==> src/rtl/uart_rx_gap_pkg.sv <==
package uart_rx_gap_pkg;

    typedef enum logic [2:0] {
        RX_IDLE,
        RX_START,
        RX_DATA,
        RX_PARITY,
        RX_STOP
    } rx_state_e;

    // Odd parity holds when the data bits plus the parity bit have an odd count of ones
    function automatic logic odd_parity_bad(input logic [31:0] bits, input int unsigned width,
                                            input logic par);
        logic acc;
        acc = par;
        for (int i = 0; i < 32; i++) begin
            if (i < int'(width)) acc = acc ^ bits[i];
        end
        return ~acc;
    endfunction

endpackage

==> src/rtl/rx_line_sync.sv <==
module rx_line_sync #(
    parameter int unsigned STAGES = 2
) (
    input  logic clk,
    input  logic rst_n,
    input  logic din,
    output logic dout
);
    logic [STAGES-1:0] chain_q;

    always_ff @(posedge clk or negedge rst_n) begin
        if (!rst_n) chain_q <= '1;
        else        chain_q <= {chain_q[STAGES-2:0], din};
    end

    assign dout = chain_q[STAGES-1];
endmodule

==> src/rtl/rx_bit_timer.sv <==
module rx_bit_timer #(
    parameter int unsigned CLKS_PER_BIT = 16
) (
    input  logic clk,
    input  logic rst_n,
    input  logic load_half,
    input  logic run,
    output logic tick
);
    localparam int unsigned CNT_W = $clog2(CLKS_PER_BIT + 1);
    localparam int unsigned HALF  = CLKS_PER_BIT / 2;
    localparam logic [CNT_W-1:0] HALF_RL = CNT_W'(HALF - 1);
    localparam logic [CNT_W-1:0] FULL_RL = CNT_W'(CLKS_PER_BIT - 1);

    logic [CNT_W-1:0] cnt_q;

    assign tick = run && (cnt_q == '0);

    always_ff @(posedge clk or negedge rst_n) begin
        if (!rst_n)         cnt_q <= '0;
        else if (load_half) cnt_q <= HALF_RL;
        else if (run)       cnt_q <= tick ? FULL_RL : cnt_q - 1'b1;
        else                cnt_q <= '0;
    end
endmodule

==> src/rtl/rx_gap_timer.sv <==
module rx_gap_timer #(
    parameter int unsigned CLKS_PER_BIT = 16,
    parameter int unsigned GAP_BITS     = 22
) (
    input  logic clk,
    input  logic rst_n,
    input  logic arm,
    input  logic hold,
    output logic expired
);
    localparam int unsigned CLK_W = $clog2(CLKS_PER_BIT + 1);
    localparam int unsigned BIT_W = $clog2(GAP_BITS + 1);
    localparam logic [CLK_W-1:0] CLK_LAST = CLK_W'(CLKS_PER_BIT - 1);
    localparam logic [BIT_W-1:0] BIT_LAST = BIT_W'(GAP_BITS - 1);

    logic             armed_q;
    logic [CLK_W-1:0] clk_cnt_q;
    logic [BIT_W-1:0] bit_cnt_q;
    logic             pulse_q;

    always_ff @(posedge clk or negedge rst_n) begin
        if (!rst_n) begin
            armed_q   <= 1'b0;
            clk_cnt_q <= '0;
            bit_cnt_q <= '0;
            pulse_q   <= 1'b0;
        end else if (arm) begin
            armed_q   <= 1'b1;
            clk_cnt_q <= '0;
            bit_cnt_q <= '0;
            pulse_q   <= 1'b0;
        end else if (hold) begin
            clk_cnt_q <= '0;
            bit_cnt_q <= '0;
            pulse_q   <= 1'b0;
        end else if (armed_q) begin
            pulse_q <= 1'b0;
            if (clk_cnt_q == CLK_LAST) begin
                clk_cnt_q <= '0;
                if (bit_cnt_q == BIT_LAST) begin
                    bit_cnt_q <= '0;
                    armed_q   <= 1'b0;
                    pulse_q   <= 1'b1;
                end else begin
                    bit_cnt_q <= bit_cnt_q + 1'b1;
                end
            end else begin
                clk_cnt_q <= clk_cnt_q + 1'b1;
            end
        end else begin
            pulse_q <= 1'b0;
        end
    end

    assign expired = pulse_q;
endmodule

==> src/rtl/uart_rx_gap.sv <==
module uart_rx_gap
    import uart_rx_gap_pkg::*;
#(
    parameter int unsigned CLK_HZ    = 50_000_000,
    parameter int unsigned BAUD      = 1200,
    parameter int unsigned DATA_BITS = 8,
    parameter int unsigned GAP_BITS  = 22
) (
    input  logic                 clk,
    input  logic                 rst_n,
    input  logic                 rx_pin,
    output logic [DATA_BITS-1:0] rx_data,
    output logic                 rx_valid,
    output logic                 parity_err,
    output logic                 frame_err,
    output logic                 rx_timeout
);
    localparam int unsigned CLKS_PER_BIT = CLK_HZ / BAUD;
    localparam int unsigned IDX_W        = (DATA_BITS > 1) ? $clog2(DATA_BITS) : 1;
    localparam logic [IDX_W-1:0] IDX_LAST = IDX_W'(DATA_BITS - 1);

    rx_state_e state_q, state_d;

    logic                 rx_s;
    logic                 rx_prev_q;
    logic                 fall;
    logic                 busy;
    logic                 tick;
    logic                 start_go;
    logic                 done;
    logic [IDX_W-1:0]     bit_idx_q;
    logic [DATA_BITS-1:0] shreg_q;
    logic                 par_q;
    logic [31:0]          shreg_ext;

    rx_line_sync #(.STAGES(2)) u_sync (
        .clk  (clk),
        .rst_n(rst_n),
        .din  (rx_pin),
        .dout (rx_s)
    );

    always_ff @(posedge clk or negedge rst_n) begin
        if (!rst_n) rx_prev_q <= 1'b1;
        else        rx_prev_q <= rx_s;
    end

    assign fall     = rx_prev_q & ~rx_s;
    assign busy     = (state_q != RX_IDLE);
    assign start_go = (state_q == RX_IDLE) && fall;
    assign done     = (state_q == RX_STOP) && tick;

    rx_bit_timer #(.CLKS_PER_BIT(CLKS_PER_BIT)) u_bit_timer (
        .clk      (clk),
        .rst_n    (rst_n),
        .load_half(start_go),
        .run      (busy),
        .tick     (tick)
    );

    rx_gap_timer #(
        .CLKS_PER_BIT(CLKS_PER_BIT),
        .GAP_BITS    (GAP_BITS)
    ) u_gap_timer (
        .clk    (clk),
        .rst_n  (rst_n),
        .arm    (done),
        .hold   (busy),
        .expired(rx_timeout)
    );

    // State register
    always_ff @(posedge clk or negedge rst_n) begin
        if (!rst_n) state_q <= RX_IDLE;
        else        state_q <= state_d;
    end

    // Next-state logic
    always_comb begin
        state_d = state_q;
        unique case (state_q)
            RX_IDLE:   if (fall) state_d = RX_START;
            RX_START:  if (tick) state_d = rx_s ? RX_IDLE : RX_DATA;
            RX_DATA:   if (tick && bit_idx_q == IDX_LAST) state_d = RX_PARITY;
            RX_PARITY: if (tick) state_d = RX_STOP;
            RX_STOP:   if (tick) state_d = RX_IDLE;
            default:   state_d = RX_IDLE;
        endcase
    end

    assign shreg_ext = 32'(shreg_q);

    // Datapath and outputs
    always_ff @(posedge clk or negedge rst_n) begin
        if (!rst_n) begin
            bit_idx_q  <= '0;
            shreg_q    <= '0;
            par_q      <= 1'b0;
            rx_data    <= '0;
            rx_valid   <= 1'b0;
            parity_err <= 1'b0;
            frame_err  <= 1'b0;
        end else begin
            rx_valid <= 1'b0;
            unique case (state_q)
                RX_IDLE: bit_idx_q <= '0;
                RX_START: bit_idx_q <= '0;
                RX_DATA: begin
                    if (tick) begin
                        shreg_q   <= {rx_s, shreg_q[DATA_BITS-1:1]};
                        bit_idx_q <= bit_idx_q + 1'b1;
                    end
                end
                RX_PARITY: if (tick) par_q <= rx_s;
                RX_STOP: begin
                    if (tick) begin
                        rx_valid   <= 1'b1;
                        rx_data    <= shreg_q;
                        parity_err <= odd_parity_bad(shreg_ext, DATA_BITS, par_q);
                        frame_err  <= ~rx_s;
                    end
                end
                default: bit_idx_q <= '0;
            endcase
        end
    end
endmodule

==> config.mk <==
export PLATFORM = sky130hd
export DESIGN_NAME = uart_rx_gap
export DESIGN_NICKNAME = d
export VERILOG_FILES = /design/src/rtl/uart_rx_gap_pkg.sv /design/src/rtl/rx_line_sync.sv /design/src/rtl/rx_bit_timer.sv /design/src/rtl/rx_gap_timer.sv /design/src/rtl/uart_rx_gap.sv
export SDC_FILE = /design/constraint.sdc
export NUM_CORES = 1
export LEC_CHECK = 0
export ABC_AREA = 1
export BUFFER_PORTS_ARGS = -buffer_cell sky130_fd_sc_hd__buf_2
export CAP_MARGIN = 30
export CORE_MARGIN = 5
export CORE_UTILIZATION = 65
export DETAILED_ROUTE_END_ITERATION = 10
export GPL_TIMING_DRIVEN = 0
export PLACE_DENSITY = 0.83
export SKIP_LAST_GASP = 1
export SYNTH_ARGS = -nofsm -noshare
export SYNTH_HDL_FRONTEND = slang
export SYNTH_SLANG_ARGS = --single-unit
export TNS_END_PERCENT = 1
==> constraint.sdc <==
create_clock -name clk -period 2.6 [get_ports clk]
set_input_delay 0.39 -clock clk [delete_from_list [all_inputs] [get_ports clk]]
set_output_delay 0.39 -clock clk [all_outputs]
set_load 0.01 [all_outputs]
# Word level (Yosys, flattened, before mapping)
# Cells that the tools add are included.
# op_classes
add_sub_neg	4
mul	0
n_div	0
order_cmp	0
n_eq_ne	14
shift	0
muxes	49
bitwise	12
reduce_logical	16
# op_table
cell	n
$mux W16	7
$mux W1	28
$mux W5	5
$mux W3	6
$add A16 B1 Y16 const B	1
$eq A16 B16 Y1 const B	1
$logic_not A16 Y1	1
$sub A16 B1 Y16 const B	1
$pmux W3 S5	1
$ne A2 B2 Y1 const B	7
$reduce_and A2 Y1	5
$reduce_bool A3 Y1	3
$xor A1 B1 Y1	8
$eq A3 B2 Y1 const B	2
$eq A3 B3 Y1 const B	2
$pmux W3 S2	1
$add A5 B1 Y5 const B	1
$eq A5 B5 Y1 const B	1
$reduce_and A5 Y1	1
$logic_and A1 B1 Y1	4
$add A3 B1 Y3 const B	1
$eq A3 B1 Y1 const B	1
$logic_not A3 Y1	1
$not A1 Y1	3
other kinds (3)	3
# totals
reg_bits	68
latchBits	0
ram_bits	0
rom_bits	0
inputBits	3
wordCells	110
n_memories	0

# Depth between registers and ports, before layout
# Gate-level depths: netlist (run 1).
# depth
ltp_word	26
ltp_mapped	10
depth_no_buf	10

# Cells and area by module
# From an unflattened synthesis (run 1), not the netlist that was laid out.
# hier_totals
cells_unflattened	492
area_unflattened_um2	3849.9
# by_module_without_submodules
mod	n_inst	cells_per_inst	area_per_inst_um2	seq_area_each_um2
rx_gap_timer	1	212	1466.4	575.6
uart_rx_gap	1	146	1272.5	676.9
rx_bit_timer	1	132	1058.5	400.4
rx_line_sync	1	2	52.6	52.6

# Least setup slack after synthesis (run 1)
# No wires, ideal clock.
# synth_timing
kind	flip-flop to flip-flop
from	reg u_bit_timer.cnt_q[0]
to	reg parity_err
setup_ns	0.117
arrival_time_ns	1.311
t_required_ns	2.483
setup_slack_ns	1.172
stages_incl_launch_ff	11
path_cell_list	dfrtp_1 -> inv_1 -> ha_1 -> nand2_1 -> nor2_2 -> nand3_2 -> inv_2 -> nand2_4 -> buf_6 -> nand2_1 -> nand2_1
# synth_via
elab_chain_len	3
# synth_rtl
element	line	rtl
from (decl)	rx_bit_timer.sv:15	logic [CNT_W-1:0] cnt_q;
from (signal assigned)	rx_bit_timer.sv:22	else if (run) cnt_q <= tick ? FULL_RL : cnt_q - 1'b1;
$logic_not A16 Y1	rx_bit_timer.sv:17	assign tick = run && (cnt_q == '0);
$logic_and A1 B1 Y1	rx_bit_timer.sv:17	
$reduce_and A2 Y1 (no source line)	--	
to (signal assigned)	uart_rx_gap.sv:119	parity_err <= odd_parity_bad(shreg_ext, DATA_BITS, par_q);
to (decl)	uart_rx_gap.sv:14	output logic parity_err,
# Every way passes these cells.
# A chain may end at the register's enable or synchronous reset.

# Final worst setup path (run 1)
# layout_timing
from	reg u_bit_timer.cnt_q[0]
to	reg shreg_q[7]
# layout_via
elab_chain_len	3
# layout_rtl
element	line	rtl
$logic_not A16 Y1	rx_bit_timer.sv:17	
$logic_and A1 B1 Y1	rx_bit_timer.sv:17	
$reduce_and A2 Y1 (no source line)	--	
to (signal assigned)	uart_rx_gap.sv:110	shreg_q <= {rx_s, shreg_q[DATA_BITS-1:1]};
to (decl)	uart_rx_gap.sv:32	logic [DATA_BITS-1:0] shreg_q;
# Every way passes these cells.

==> results of run 1 <==
## power by group through the flow
stage	logic [mW]	clock network, mW	registers [mW]
2_1_floorplan	1.18	0	1.36
3_3_place_gp	1.42	0	1.39
3_5_place_dp	1.47	0	1.40
4_1_cts	1.49	0.921	1.38
5_1_grt	1.68	0.969	1.41
6_report	1.50	0.909	1.39
## final cells by class
cell class	count	area [µm²]
buffer	5	47.5
timing repair buffer	14	72.6
tap	72	90.1
multi-input combinational	344	1740
clock inverter	5	60.1
sequential	68	1710
inverter	71	269
clock buffer	11	151
fill	436	1440
## cells in the final DEF (no fill, tap or decap), types with 2 or more instances in the layout
cell type	n
nand2_2	4
nor2_8	2
xnor2_1	6
dfstp_2	3
nand4_1	11
clkbuf_8	11
dfrtp_1	65
inv_2	6
nand3_1	38
nand2_4	3
buf_2	14
nor3_1	8
o21ai_1	7
nor2_2	8
inv_1	64
or2_2	2
o21ai_2	9
nand3_2	2
buf_6	2
nand2_1	132
xor2_1	5
a21oi_1	5
ha_1	8
o21a_1	2
o21ai_0	23
clkinv_4	2
nor2_1	62
## metrics by stage
step                setup slack (ns)  instance area [µm²]
detailed placement             0.972                 3930
CTS                            0.953                 4140
global route                   0.818                 4140
global placement               0.845                 3920
floorplan                       1.17                 3760
finish                         0.933                 4140
## logic make-up (layout without fill, tap and decap cells)
| group | Yosys count | count (layout) | share of synthesized area (%) |
|---|---|---|---|
| AO/OA/AOI/OAI | 48 | 48 | 7.55 |
| XOR/XNOR | 11 | 11 | 2.56 |
| adder cells (fa/ha/maj) | 8 | 8 | 2.66 |
| buffers and inverters | 76 | 106 | 8.41 |
| flip-flops | 68 | 68 | 45.3 |
| AND/OR/NAND/NOR | 277 | 277 | 33.5 |
## registers in the layout (all words and copies together) (netlist names)
name / count
u_bit_timer.cnt_q: 16
u_gap_timer.clk_cnt_q: 16
rx_data: 8
shreg_q: 8
u_gap_timer.bit_cnt_q: 5
bit_idx_q: 3
state_q: 3
u_sync.chain_q: 2
frame_err: 1
par_q: 1
parity_err: 1
rx_prev_q: 1
rx_valid: 1
u_gap_timer.armed_q: 1
u_gap_timer.expired: 1
## per-layer routing
layer | GRT usage, % | vias up | part of all wire, %
li1 | - | 1585 | -
met2 | 37.9 | 92 | 47
met3 | 6.63 | 20 | 5.4
met5 | 0 | - | 0
met1 | 28.8 | 1488 | 45
met4 | 8.78 | 0 | 2.2
## final timing paths
| check | from | end | slack, ns |
|---|---|---|---|
| max reg2reg | u_bit_timer.cnt_q[0] | shreg_q[7] | 0.93 |
| max in group asynchronous | rst_n | frame_err | 1.91 |
| min | rst_n | u_bit_timer.cnt_q[13] | 0.13 |
| max | u_bit_timer.cnt_q[0] | shreg_q[7] | 0.93 |
| min reg2reg | u_sync.chain_q[0] | u_sync.chain_q[1] | 0.36 |
| min in group clk | rx_pin | u_sync.chain_q[0] | 0.14 |
## worst register-to-register path, stage by stage (launching register included)
cell and delay, ns:
dfrtp_1 0.38, inv_1 0.10, ha_1 0.22, nand3_1 0.11, nor2_1 0.20, nand2_4 0.12, nor2_8 0.17, buf_8 0.15
o21ai_0 0.09
==> run metrics, run 1 <==
Commonest cells post-synth 132 x nand2_1, 65 x dfrtp_1, 64 x inv_1; I/O pin cnt 15; worst hold-check path type input port to asynchronous set/reset pin; drt drc 0; Area Growth Syn to Fin 9.94%; global-route wire length before repair around 14 mm; max_slew headroom between 40% and 50%; Main synth FF type dfrtp_1; clk_lat worst skew 0.35 ns; antenna violations before repair 0; Clk pin slew, worst setup/hold paths 0.08 ns; Max-Cap Viols 0; Pleak between 2 and 2.5 nW; Psw 1.59 mW; count of buffer and inverter cells on the critical path 2; # rows 27; Critical Path AT 1.89 ns; CTS H-tree lvls 3; top-area cell type share of the netlist area about 43%; Slowest-stage cell, CP dfrtp_1; Root Driver clkbuf_8; largest incremental delay on the critical path 0.38 ns; Clk network pwr share 24.0%; Syn Area/Cell 7.71 µm²; total power 3.79 mW; clock sink total 68; Die Y-Extent 86.1 µm; fin util 74.2%; RD Place Congestion 0.925; Synth cell types 35; most numerous cell in the Yosys netlist nand2_1; worst-margin pin slew 0.836 ns; initial DRC count approximately 260; reg2reg path depth 8; setup_tns 0 ns; Antenna Cells 0; cells along the critical path inv_1, ha_1, nand3_1, nor2_1, nand2_4, nor2_8, buf_8, o21ai_0; CP Max Fanout 10; Final setup viols 0; Synth area leader dfrtp_1; Final Critical Period 1.67 ns; layout cells sized above 1 15.3%; combinational fraction of design power 39.5%; Reg power frac a little over a third; CP Depth 8; WHS 0.127 ns; PortBufs 14; Hold Vio Cnt, Final 0; die width 86.1 µm; DP HPWL 5.48 mm; outcome finished clean; number of synthesized flops with an enable pin 0; Synth area leaders dfrtp_1 43%, nand2_1 13%, inv_1 6.4%; Placeable Area approximately 5600 µm²; post-DR vias/cell 5.40; switching share of power 41.9%; Post-Layout Cell Count 590; Slew Limit Fails 0; DRT Wirelength 7.62 mm; fin crit share between 60 and 70%; via count 3185; # hold bufs at CTS 0; Post-Syn Nets about 500; first drt pass iteration count 5; post-CTS setup buffer count 0; crit path capture type register; WL/cell around 13 µm; dpl cells 574; internal power 2.20 mW; Largest delay share family, worst path simple AND/OR/NAND/NOR gates; ANT nets after route 0; share of flip-flops with an asynchronous set or reset 100%; sequential share of the synthesized area roughly 45%; Die ar. 7410 µm²; effective utilization at floorplan approximately 67%; fmax around 0.60 GHz; Final Skew 0.00713 ns; Syn Std Cell Area 3760 µm²; TritonCTS clock tree built; Cells after Synth 488; CP Class register to register; Synthesis Warnings 0; CP startpoint kind register; global route total overflow 0; cells resized by post-CTS repair 0; RSZ-0062 raised after global routing false; Synth Register Bits 68; cts bufs inserted 9; Power per Cell Area 916 nW/µm²; Layout Nets about 520; largest net degree at the start of global routing 69; CTS max path bufs 2; vias in the first global route 3084; worst-case vdd ir drop 0.000615 V; gr usage total 23.1%; Crit path required time 2.82 ns
(Power assumes the default switching activity.)
==> run 2, diff against run 1 <==
Settings changed: CORE_UTILIZATION 65 to 62, PLACE_DENSITY 0.83 to 0.8.
Clock period 2.6 ns to 1.6 ns, I/O delays scaled along.
==> run metrics, run 2 (same netlist as run 1, synthesis figures left out) <==
Clk pin slew, worst setup/hold paths 0.08 ns (about the same); Antenna Cells 0 (unchanged); initial DRC count 200 (-24%); ANT nets after route 0 (unchanged); cts bufs inserted 9 (unchanged); crit path capture type register; Root Driver clkbuf_8; multi-input logic area 1810 µm² (+4.0%); worst-case vdd ir drop 0.000819 V (+33%); Final setup viols 0 (unchanged); Max-Cap Viols 0 (unchanged); effective utilization at floorplan 63.5% (-4.0 points); Sequential Area 1710 µm² (+0.15%); via count 3153 (-1.0%); clock sink total 68 (unchanged); # rows 28 (+3.7%); CP Max Fanout 10 (unchanged); largest net degree at the start of global routing 69 (unchanged); DP HPWL 5.35 mm (-2.5%); Die Y-Extent 87.9 µm (+2.1%); leading cell types in the layout, fill and taps excluded 131 x nand2_1, 63 x inv_1, 63 x dfrtp_1; global route total overflow 0 (unchanged); RSZ-0062 raised after global routing true; clk_lat worst skew 0.34 ns (about the same); global-route wire length before repair 13.1 mm (-4.2%); Layout fillers 451 (+3.4%); Crit path required time 1.82 ns (-1.00 ns); Critical Path AT 1.81 ns (-0.08 ns); CTS H-tree lvls 3 (unchanged); Layout Nets 530 (+1.1%); reg2reg end shreg_q[3]; antenna violations before repair 0 (unchanged); drt drc 0 (unchanged); commonest non-fill, non-tap cell in the layout nand2_1; Pleak 2.18 nW (+0.39%); CP startpoint kind register; fin crit share 99.5% (+35 points); vias in the first global route 2905 (-5.8%); PortBufs 14 (unchanged); max_slew headroom 44.8% (+0.53 points); Die ar. 7730 µm² (+4.3%); failing checks negative hold slack; Final Critical Period 1.59 ns (-0.0759 ns); outcome finished, violations left; Area Growth Syn to Fin 13.4%; die width 87.9 µm (+2.1%); Placeable Area 5920 µm² (+6.2%); flop2flop setup slack 0.009 ns (-0.92 ns); Power per Cell Area 1470 nW/µm² (+61%); gr usage total 21.5% (-1.6 points); worst-margin pin slew 0.828 ns (-0.00793 ns); reg-to-reg startpoint u_bit_timer.cnt_q[0]; WHS -0.00198 ns (-0.129 ns); Final Skew 0.00906 ns (+0.00193 ns); DRT Wirelength 7.86 mm (+3.2%); first drt pass iteration count 5 (unchanged); Slew Limit Fails 0 (unchanged); reg2reg path depth 8 (unchanged); TritonCTS clock tree built; CP Class register to register; layout cells sized above 1 18.7% (+3.5 points); Top Registers u_bit_timer.cnt_q x16, u_gap_timer.clk_cnt_q x16; fin util 72.1% (-2.1 points); Hold Vio Cnt, Final 6 (+6); worst hold-check path type input port to asynchronous set/reset pin; Post-Layout Cell Count 599 (+1.5%); dpl cells 577 (+0.52%); WL/cell 13.1 µm (+1.7%); CTS max path bufs 2 (unchanged); RD Place Congestion 0.908 (-1.8%); post-DR vias/cell 5.26 (-2.5%); fmax 0.628 GHz (+4.8%); I/O pin cnt 15 (unchanged)
-- run 2: cell type report --
cell class	count	area share [%]
Tap cell	75	2.20
Sequential cell	68	40.0
Clock buffer	9	2.90
Buffer	5	1.32
Multi-Input combinational cell	344	42.4
Clock inverter	7	1.58
Timing Repair Buffer	20	3.11
Inverter	71	6.45
-- run 2: stage by stage --
step | TNS [ns] | power [mW] | cell area, µm² | setup slack, ns
3_5_place_dp | -0.640 | 4.67 | 3930 | -0.0773
2_1_floorplan | 0 | 4.13 | 3760 | 0.172
4_1_cts | -0.113 | 6.07 | 4140 | -0.0357
5_1_grt | -2.35 | 6.76 | 4270 | -0.117
6_report | 0 | 6.28 | 4270 | 0.00863
3_3_place_gp | -0.0729 | 4.59 | 3930 | -0.0267
-- run 2: power by group --
part	internal, mW	total (mW)	switching [mW]	leakage, nW
Combinational	0.907	2.62	1.71	1.16
Clock	0.714	1.39	0.678	0.103
Sequential	1.98	2.26	0.287	0.918
-- run 2: what timing repair did --
action | CTS | global route
hold buffers | 1 | 0
pin swaps | 0 | 5
endpoints found under the hold margin | 1 | 0
gates resized for setup | 3 | 20
setup endpoints to repair | 29 | 54
setup buffers | 0 | 5
-- run 2: metal layers --
metal  routed length [µm]  part of all wire, %  track usage (%)
met1                 3670                   47             30.5
met2                 3840                   49             33.2
met3                  278                  3.5             3.48
met4                   69                 0.88             7.95
met5                    0                    0                0
-- run 2: worst max-delay path, cell delays in order (launching register included) --
cell     delay (ns)
dfrtp_1        0.41
inv_1          0.11
ha_2           0.21
nand3_1        0.10
nor2_2         0.15
nand2_4        0.12
nor2_8         0.17
buf_8          0.14
o21ai_0        0.07
-- run 2: worst max path at each step --
stage,from,endpoint,slack [ns],depth (start not counted)
2_1_floorplan,u_bit_timer.cnt_q[0],parity_err,0.17,10
3_3_place_gp,u_bit_timer.cnt_q[0],parity_err,-0.03,10
3_5_place_dp,u_gap_timer.clk_cnt_q[0],u_gap_timer.clk_cnt_q[7],-0.08,8
4_1_cts,u_bit_timer.cnt_q[0],parity_err,-0.04,10
5_1_grt,u_gap_timer.clk_cnt_q[1],u_gap_timer.bit_cnt_q[2],-0.12,10
6_report,u_bit_timer.cnt_q[0],shreg_q[3],0.009,8
==> run 3, diff against run 2 <==
Settings changed: SETUP_SLACK_MARGIN set to 0.2.
==> run metrics, run 3 (same netlist as run 1, synthesis figures left out) <==
worst-case vdd ir drop 0.00101 V (+23%); Clk network pwr share 19.8% (-2.4 points); Critical Path AT 1.82 ns (about the same); max_slew headroom 43.3% (-1.4 points); drt drc 0 (unchanged); WHS -0.0152 ns (-0.0132 ns); worst-margin pin slew 0.850 ns (+0.0213 ns); global route total overflow 0 (unchanged); count of buffer and inverter cells on the critical path 2 (unchanged); worst hold-check path type input port to asynchronous set/reset pin; outcome finished, violations left; Final setup viols 0 (unchanged); Final Critical Period 1.57 ns (-0.0184 ns); CP Class register to register; Max-Cap Viols 0 (unchanged); Post-Layout Cell Count 626 (+4.5%); Clk pin slew, worst setup/hold paths 0.08 ns (about the same); layout cells sized above 1 28.7% (+10 points); post-DR vias/cell 5.68 (+7.9%); PortBufs 14 (unchanged); Layout Nets 557 (+5.1%); Power per Cell Area 1570 nW/µm² (+6.4%); commonest non-fill, non-tap cell in the layout nand2_1; fmax 0.636 GHz (+1.2%); Root Driver clkbuf_8; RD Place Congestion 0.956 (+5.3%); CP dominant cell by count nand2_1; reg-to-reg startpoint u_bit_timer.cnt_q[5]; leading cell types in the layout, fill and taps excluded 124 x nand2_1, 60 x dfrtp_1, 57 x inv_1; cells along the critical path nor2_1, nand2_2, nor2_4, buf_12, nand2_1, nand2_1, nand3_1, nand2_1, inv_1; Die Y-Extent 87.9 µm (unchanged); CP Max Fanout 4 (-6); clk_lat worst skew 0.35 ns (about the same); clock sink total 68 (unchanged); Layout fillers 373 (-17%); DP Area 3940 µm² (+0.16%); Antenna Cells 0 (unchanged); cts bufs inserted 9 (unchanged); Slew Limit Fails 0 (unchanged); crit path capture type register; largest incremental delay on the critical path 0.44 ns (+0.03 ns); Crit path required time 1.85 ns (+0.03 ns); Slowest-stage cell, CP dfrtp_1; # rows 28 (unchanged); vias in the first global route 3435 (+18%); die width 87.9 µm (unchanged); Largest delay share family, worst path simple AND/OR/NAND/NOR gates; failing checks negative hold slack; Final Skew 0.00603 ns (-0.00303 ns); Top Registers u_bit_timer.cnt_q x16, u_gap_timer.clk_cnt_q x16; Reg power frac 31.1% (-5.0 points); effective utilization at floorplan 63.5% (unchanged); CTS max path bufs 2 (unchanged); RSZ-0062 raised after global routing true; via count 3555 (+13%); setup_tns 0 ns (unchanged); Placeable Area 5920 µm² (unchanged); Psw 3.28 mW (+22%); largest net degree at the start of global routing 69 (unchanged); Hold Vio Cnt, Final 20 (+14); fin crit share 98.3% (-1.2 points); internal power 4.09 mW (+14%); ANT nets after route 0 (unchanged); DRT Wirelength 9.75 mm (+24%); dpl cells 577 (unchanged); combinational fraction of design power 49.2% (+7.4 points); antenna violations before repair 0 (unchanged); Pleak 2.37 nW (+8.5%); crit path from u_bit_timer.cnt_q[5]; initial DRC count 320 (+60%); I/O pin cnt 15 (unchanged); gr usage total 25.5% (+4.0 points); Final Cell Area 4710 µm² (+10%); switching share of power 44.5% (+1.8 points); Die ar. 7730 µm² (unchanged); global-route wire length before repair 15.5 mm (+18%); Area Growth Syn to Fin 25.1%; DP HPWL 5.69 mm (+6.4%); CTS H-tree lvls 3 (unchanged); WL/cell 15.6 µm (+19%); flop2flop setup slack 0.03 ns (+0.02 ns); CP startpoint kind register; TritonCTS clock tree built; first drt pass iteration count 5 (unchanged)
-- run 3: metal layers --
metal | share of wire [%] | GRT usage, %
met4 | 3.7 | 11.2
met5 | 0 | 0
met3 | 5.1 | 3.39
met1 | 41 | 31.5
met2 | 50 | 44.5
-- run 3: power groups by stage --
stage,logic [mW],clock network [mW],registers (mW)
after floorplan,1.92,0,2.21
after global placement,2.33,0,2.25
after detailed placement,2.41,0,2.27
after CTS,3.07,1.46,2.24
after global routing,3.92,1.55,2.31
final,3.62,1.46,2.29
-- run 3: worst register-to-register path, delay by kind of cell (launching register included) --
kind | cells | cell delay [ns]
AND/OR/NAND/NOR | 7 | 0.87
flip-flops | 1 | 0.44
buffers and inverters | 2 | 0.16
-- run 3: worst paths after layout --
path                                                  to  cells past startpoint
min in group clk                       u_sync.chain_q[1]                      0
worst min register to register         u_sync.chain_q[1]                      0
worst max register to register     u_bit_timer.cnt_q[15]                      9
max in group asynchronous       u_gap_timer.clk_cnt_q[0]                      1
worst max-delay path               u_bit_timer.cnt_q[15]                      9
worst min-delay path                u_bit_timer.cnt_q[8]                      1
-- run 3: final cells by class --
class / count / area [µm²] / share of cell area [%]
Buffer: 5 / 58.8 / 1.25
Clock buffer: 9 / 124 / 2.63
Clock inverter: 7 / 75.1 / 1.60
Inverter: 71 / 275 / 5.85
Multi-Input combinational cell: 344 / 1990 / 42.3
Sequential cell: 68 / 1710 / 36.4
Tap cell: 75 / 93.8 / 1.99
Timing Repair Buffer: 47 / 378 / 8.03
-- run 3: timing repair --
item / CTS / global route
cloned: 2 / 1
pin swaps: 14 / 12
endpoints found under the setup margin: 58 / 64
endpoints found under the hold margin: 1 / 0
hold buffers: 1 / 0
gates resized for setup: 37 / 43
buffers inserted: 25 / 4
-- run 3: per-stage QoR --
| stage | setup slack (ns) | power, mW | utilization [%] |
|---|---|---|---|
| 4_1_cts | 0.0892 | 6.77 | 75.8 |
| 3_5_place_dp | -0.000257 | 4.68 | 66.5 |
| 5_1_grt | -0.0533 | 7.78 | 79.5 |
| 3_3_place_gp | -0.0232 | 4.58 | 66.4 |
| 6_report | 0.0270 | 7.37 | 79.5 |
| 2_1_floorplan | 0.203 | 4.13 | - |
